**src/rtl/chainArbPkg.sv**
```systemverilog
package chainArbPkg;
  typedef enum logic [1:0] {
    ARB_IDLE  = 2'd0,
    ARB_GRANT = 2'd1,
    ARB_HOLD  = 2'd2
  } arbState_t;

  typedef struct packed {
    logic grantOn;  // drive grant into the chain
    logic capture;  // cells latch ownership this cycle
    logic lock;     // ownership frozen, requests ignored
    logic clear;    // drop ownership at this edge
  } arbStrobe_t;
endpackage

```
**src/rtl/chainArbCtrl.sv**
```systemverilog
module chainArbCtrl
  import chainArbPkg::*;
(
  input  logic       clk,
  input  logic       rstN,
  input  logic       anyReq,
  input  logic       releaseLine,
  input  logic       tailGrant,
  output arbStrobe_t strobes
);
  arbState_t state, stateNext;

  always_comb begin
    stateNext = state;
    unique case (state)
      ARB_IDLE:  if (anyReq) stateNext = ARB_GRANT;
      ARB_GRANT: stateNext = tailGrant ? ARB_IDLE : ARB_HOLD;
      ARB_HOLD:  if (releaseLine) stateNext = ARB_IDLE;
      default:   stateNext = ARB_IDLE;
    endcase
  end

  always_ff @(posedge clk) begin
    if (!rstN) state <= ARB_IDLE;
    else       state <= stateNext;
  end

  always_comb begin
    strobes.grantOn = (state != ARB_IDLE);
    strobes.capture = (state == ARB_GRANT);
    strobes.lock    = (state == ARB_HOLD);
    strobes.clear   = (state == ARB_HOLD) && releaseLine;
  end


  idle_req_grant_chk: assert property (@(posedge clk) disable iff (!rstN)
    (state == ARB_IDLE && anyReq) |=> strobes.grantOn);


  release_drop_chk: assert property (@(posedge clk) disable iff (!rstN)
    (state == ARB_HOLD && releaseLine) |=> !strobes.grantOn);


  tail_return_chk: assert property (@(posedge clk) disable iff (!rstN)
    (state == ARB_GRANT && tailGrant) |=> (state == ARB_IDLE));
endmodule

```
**src/rtl/chainArbCell.sv**
```systemverilog
module chainArbCell
  import chainArbPkg::*;
(
  input  logic       clk,
  input  logic       rstN,
  input  arbStrobe_t strobes,
  input  logic       reqIn,
  input  logic       doneIn,
  input  logic       grantIn,
  output logic       grantOut,
  output logic       granted,
  output logic       relOut
);
  logic ownedQ;
  logic absorb;

  always_ff @(posedge clk) begin
    if (!rstN)                ownedQ <= 1'b0;
    else if (strobes.clear)   ownedQ <= 1'b0;
    else if (strobes.capture) ownedQ <= grantIn & reqIn;
  end

  // while locked, only the latched owner keeps the grant
  assign absorb   = strobes.lock ? ownedQ : reqIn;
  assign granted  = grantIn & absorb;
  assign grantOut = grantIn & ~absorb;
  assign relOut   = granted & doneIn;


  owner_hold_chk: assert property (@(posedge clk) disable iff (!rstN)
    (strobes.lock && !strobes.clear) |=> $stable(ownedQ));
endmodule

```
**src/rtl/chainArbPath.sv**
```systemverilog
module chainArbPath
  import chainArbPkg::*;
#(
  parameter int NUM_DEV = 4
) (
  input  logic               clk,
  input  logic               rstN,
  input  arbStrobe_t         strobes,
  input  logic [NUM_DEV-1:0] devReq,
  input  logic [NUM_DEV-1:0] devDone,
  output logic [NUM_DEV-1:0] devGranted,
  output logic               anyReq,
  output logic               releaseLine,
  output logic               tailGrant
);
  localparam int CHAIN_LEN = NUM_DEV + 1;

  logic [CHAIN_LEN-1:0] chain;
  logic [NUM_DEV-1:0]   relBits;

  assign chain[0] = strobes.grantOn;

  for (genvar i = 0; i < NUM_DEV; i++) begin : g_cell
    chainArbCell u_cell (
      .clk      (clk),
      .rstN     (rstN),
      .strobes  (strobes),
      .reqIn    (devReq[i]),
      .doneIn   (devDone[i]),
      .grantIn  (chain[i]),
      .grantOut (chain[i+1]),
      .granted  (devGranted[i]),
      .relOut   (relBits[i])
    );
  end

  assign anyReq      = |devReq;
  assign releaseLine = |relBits;
  assign tailGrant   = chain[CHAIN_LEN-1];


  single_owner_chk: assert property (@(posedge clk) disable iff (!rstN)
    $onehot0(devGranted));
endmodule

```
**src/rtl/busChainArbiter.sv**
```systemverilog
module busChainArbiter
  import chainArbPkg::*;
#(
  parameter int NUM_DEV = 4
) (
  input  logic               clk,
  input  logic               rstN,
  input  logic [NUM_DEV-1:0] devReq,
  input  logic [NUM_DEV-1:0] devDone,
  output logic               busGrant,
  output logic [NUM_DEV-1:0] devGranted,
  output logic               chainTail
);
  arbStrobe_t strobes;
  logic anyReq, releaseLine, tailGrant;

  chainArbCtrl u_ctrl (
    .clk         (clk),
    .rstN        (rstN),
    .anyReq      (anyReq),
    .releaseLine (releaseLine),
    .tailGrant   (tailGrant),
    .strobes     (strobes)
  );

  chainArbPath #(.NUM_DEV(NUM_DEV)) u_path (
    .clk         (clk),
    .rstN        (rstN),
    .strobes     (strobes),
    .devReq      (devReq),
    .devDone     (devDone),
    .devGranted  (devGranted),
    .anyReq      (anyReq),
    .releaseLine (releaseLine),
    .tailGrant   (tailGrant)
  );

  assign busGrant  = strobes.grantOn;
  assign chainTail = tailGrant;
endmodule

```
**config.mk**
```make
export PLATFORM = sky130hd
export DESIGN_NAME = busChainArbiter
export DESIGN_NICKNAME = d
export VERILOG_FILES = /design/src/rtl/chainArbPkg.sv /design/src/rtl/chainArbCtrl.sv /design/src/rtl/chainArbCell.sv /design/src/rtl/chainArbPath.sv /design/src/rtl/busChainArbiter.sv
export SDC_FILE = /design/constraint.sdc
export NUM_CORES = 1
export LEC_CHECK = 0
export ABC_CLOCK_PERIOD_IN_PS = 2600
export BUFFER_PORTS_ARGS = -buffer_cell sky130_fd_sc_hd__buf_2
export CAP_MARGIN = 20
export CORE_AREA = 2 2 39 41
export DETAILED_ROUTE_END_ITERATION = 12
export DIE_AREA = 0 0 41 43
export PLACE_DENSITY = 0.56
export SYNTH_ARGS = -nofsm -noshare
export SYNTH_HDL_FRONTEND = slang
export SYNTH_HIERARCHICAL = 1
export SYNTH_SLANG_ARGS = --single-unit
export TNS_END_PERCENT = 5
```
**constraint.sdc**
```tcl
create_clock -name clk -period 2.6 [get_ports clk]
set_input_delay 0.52 -clock clk [delete_from_list [all_inputs] [get_ports clk]]
set_output_delay 0.52 -clock clk [all_outputs]
set_load 0.005 [all_outputs]
```
==> out/metrics.csv <==
stage;metric;value;unit
status;outcome;completed;
critical_path;buffers plus inverters on the worst setup path;0;
sta;Total Negative Setup Slacks;0;ps
sta;Max transition margin;0.657;
placed_design;number of buffers added on ports;15;
routing;drt first-iter violations;10;
sta;Slew Limit Fails;0;
placed_design;routability cong.;0.754;
cts;TritonCTS clock tree;done;
cts;total number of H-tree levels;1;
layout;layout overhead on the synthesized area;33.1;%
floorplan;initial core utilization;0.297;
critical_path;R2R Path End;u_path/g_cell[3].u_cell/ownedQ;
power;internal power;204;µW
floorplan;count of boundary I/O pins;16;
logic_synthesis;count of unique library cells instantiated by Yosys;16;
grt;residual overflow from global routing;0;
routing;DRC viols;0;
job;MaxCap Viol Count;0;
floorplan;DIE WIDTH;41;µm
grt;number of antenna violations at the first check in global routing;0;
critical_path;required time worst endpoint;2760;ps
critical_path;FF-to-FF path depth;10;
logic_synthesis;Yosys top cell area share;0.292;
sta;final setup slack of the worst path;166;ps
sta;setup repair after global routing missed its margin;no;
critical_path;endpoint of the most critical setup path;u_path/g_cell[3].u_cell/ownedQ;
floorplan;Chip Height;43;µm
sta;pin slew with the least headroom to its limit;513;ps
floorplan;standard cell core area;1380;µm²
logic_synthesis;synth top area cells;dfxtp_1 (29%), nand2b_1 (12%), mux2i_1 (9.7%);
placed_design;pre-CTS WS;116;ps
layout;storage element area;120;µm²
floorplan;placement row count;14;
logic_synthesis;total of warnings raised by yosys;6;
cts;clock transition at the registers of the reported paths;40;ps
sta;post-route minimum period;2430;ps
power;Max rail drop VDD;0.000147;V
cts;CTS root buffer;clkbuf_4;
grt;GR Util All Layers;0.118;
placed_design;placed wire-length estimate after detailed placement;702;µm
floorplan;Die Outline Area;1760;µm²
sta;timing-limited maximum frequency;411;MHz
power;relative contribution of sequential cells to total power;0.368;
critical_path;cell-by-cell trace of the critical path;and2b_4 > mux2i_1 > and2_2 > and2_2 > and2_2 > and3b_1 > or4_4 > and2_1 > nand2b_1 > a21oi_1;
cts;number of buffers inserted by hold repair at cts;0;
cts;number of sinks on the clock net;6;
routing;average wire per standard cell;10.5;µm
sta;final setup skew;2.06;ps
critical_path;slowest CP cell;or4_4;
critical_path;Critical path origin;u_ctrl/state[0];
power;switching power summed over all nets;76.9;µW
logic_synthesis;Post-Synthesis Net Count;59;
routing;aggregate routed wire length;889;µm
routing;number of search-and-repair iterations in the first detailed-routing pass;4;
critical_path;arrival time at the worst endpoint;2600;ps
routing;vias after detailed routing;402;
critical_path;depth of the critical timing path with buffers and inverters included;10;
sta;Final Cycle Share;0.936;
critical_path;top cell family by delay on the critical path;simple AND/OR/NAND/NOR gates;
layout;ratio of cells with drive above 1 in the final layout;0.377;
grt;pin count of the biggest net entering global routing;10;
sta;number of hold violations in the final report;0;
critical_path;minimum setup slack among reg-to-reg paths;170;ps
critical_path;biggest fanout along the worst timing path;4;
critical_path;critical path start-end classification;reg2reg;
sta;Setup Viol. Count Final;0;
logic_synthesis;leading area contributor after synthesis;dfxtp_1;
grt;global-route wire length before repair;1350;µm
logic_synthesis;post-synthesis instance total;49;
cts;Longest Clk Path Bufs;2;
grt;number of global-route vias before repair;339;
critical_path;stage delay of the slowest cell on the critical path;480;ps
logic_synthesis;synthesized area divided by synthesized cell count;8.40;µm²
logic_synthesis;Seq/Total Area, Yosys;0.292;
layout;number of antenna cells inserted;0;
cts;TritonCTS buffer count;3;
layout;number of nets in the final layout;81;
power;LEAKAGE;0.000257;µW
routing;vias per cell;4.73;
critical_path;CP endpoint kind;register;
critical_path;launching element type of the critical path;register;
power;Pwr Density;512;nW/µm²
layout;fill cell count;147;
logic_synthesis;register bit count reported by yosys;6;
cts;latest clock arrival within the worst-skew pair;240;ps
logic_synthesis;Syn Std Cell Area;412;µm²
routing;count of antenna-violating nets left after detailed routing;0;
worst_hold_path;Hold WC Path Type;reg2reg;
power;part of the power in combinational logic;0.342;
layout;area of the multi-input gates;292;µm²
power;fraction of power spent switching nets;0.274;
power;clock network fraction of total power;0.291;
critical_path;launch instance of the worst register-to-register path;u_ctrl/state[0];
critical_path;most used cell, CP;and2_2;
## power by group through the flow
stage	logic (µW)	clock network [µW]	registers, µW
after global routing	106	96.1	104
final	95.9	81.6	103
after floorplan	59.4	0	104
after detailed placement	86.6	0	105
after global placement	87.6	0	105
after CTS	87.2	87.9	103
## per-layer routing
metal,part of all wire,global-route usage,up-vias,routed length (µm)
met2,0.47,0.163,15,414
met4,0,0.0800,0,0
met1,0.47,0.142,177,416
met3,0.065,0.0471,0,58
met5,0,0,-,0
li1,-,-,210,-
## sequential cells by signal (all words and copies together) (netlist names)
name	cells
u_ctrl/state	2
u_path/g_cell.u_cell/ownedQ	4
## cell usage in the layout, fill, tap and decap left out, types with 2 or more instances in the layout
master / n
nor2b_1: 6
buf_2: 15
dfxtp_1: 6
mux2i_1: 4
nand3_1: 4
and3b_1: 4
clkbuf_4: 3
buf_4: 2
a21oi_1: 4
nand2b_1: 8
and2_2: 4
## cells in the mapped netlist
cell type / n
or4_1: 2
nand2b_1: 8
or2_1: 1
and2_2: 4
a21oi_1: 4
nand2_1: 1
dfxtp_1: 6
nor2b_1: 6
and3b_1: 4
and2_1: 1
nand3_1: 4
and2b_4: 1
mux2i_1: 4
inv_1: 1
nor2_1: 1
a32o_1: 1
## repair_timing
| item | 4_1_cts | 5_1_grt |
|---|---|---|
| endpoints found under the setup margin | 0 | 3 |
| resized for setup | 0 | 1 |
| buffers inserted | 0 | 2 |
## per-stage QoR
step	hold WS, ps	cell area, µm²	instances	power, µW	utilization
2_1_floorplan	442	412	49	163	-
3_3_place_gp	453	507	80	192	0.366
3_5_place_dp	457	507	80	192	0.366
4_1_cts	464	529	83	278	0.382
5_1_grt	490	548	85	306	0.396
6_report	463	548	85	281	0.396
## worst reg2reg max path: stages (launching register included)
cell and delay [ps]:
dfxtp_1 310, and2b_4 270, mux2i_1 100, and2_2 220, and2_2 190, and2_2 190
and3b_1 170, or4_4 480, and2_1 170, nand2b_1 140, a21oi_1 120
## cell families after synthesis
logic type             share of synthesized area
AND/OR/NAND/NOR                            0.529
flip-flops                                 0.292
AO/OA/AOI/OAI                             0.0730
multiplexers                              0.0973
buffers and inverters                    0.00911
## final cells by class
cell class	count	share of cell area
Inverter	1	0.00685
Timing Repair Buffer	17	0.164
Sequential cell	6	0.219
Clock buffer	3	0.0411
Multi-Input combinational cell	42	0.532
Tap cell	16	0.0365
## worst min path at each step
stage,startpoint,endpoint,slack [ps],depth (start not counted)
after floorplan,u_path/g_cell[0].u_cell/ownedQ,u_path/g_cell[0].u_cell/ownedQ,440,2
after global placement,u_path/g_cell[3].u_cell/ownedQ,u_path/g_cell[3].u_cell/ownedQ,450,2
after detailed placement,u_path/g_cell[1].u_cell/ownedQ,u_path/g_cell[1].u_cell/ownedQ,460,2
after CTS,u_path/g_cell[1].u_cell/ownedQ,u_path/g_cell[1].u_cell/ownedQ,460,2
after global routing,u_path/g_cell[0].u_cell/ownedQ,u_path/g_cell[0].u_cell/ownedQ,490,2
final,u_path/g_cell[1].u_cell/ownedQ,u_path/g_cell[1].u_cell/ownedQ,460,2
Power figures use the tool's default switching activity.
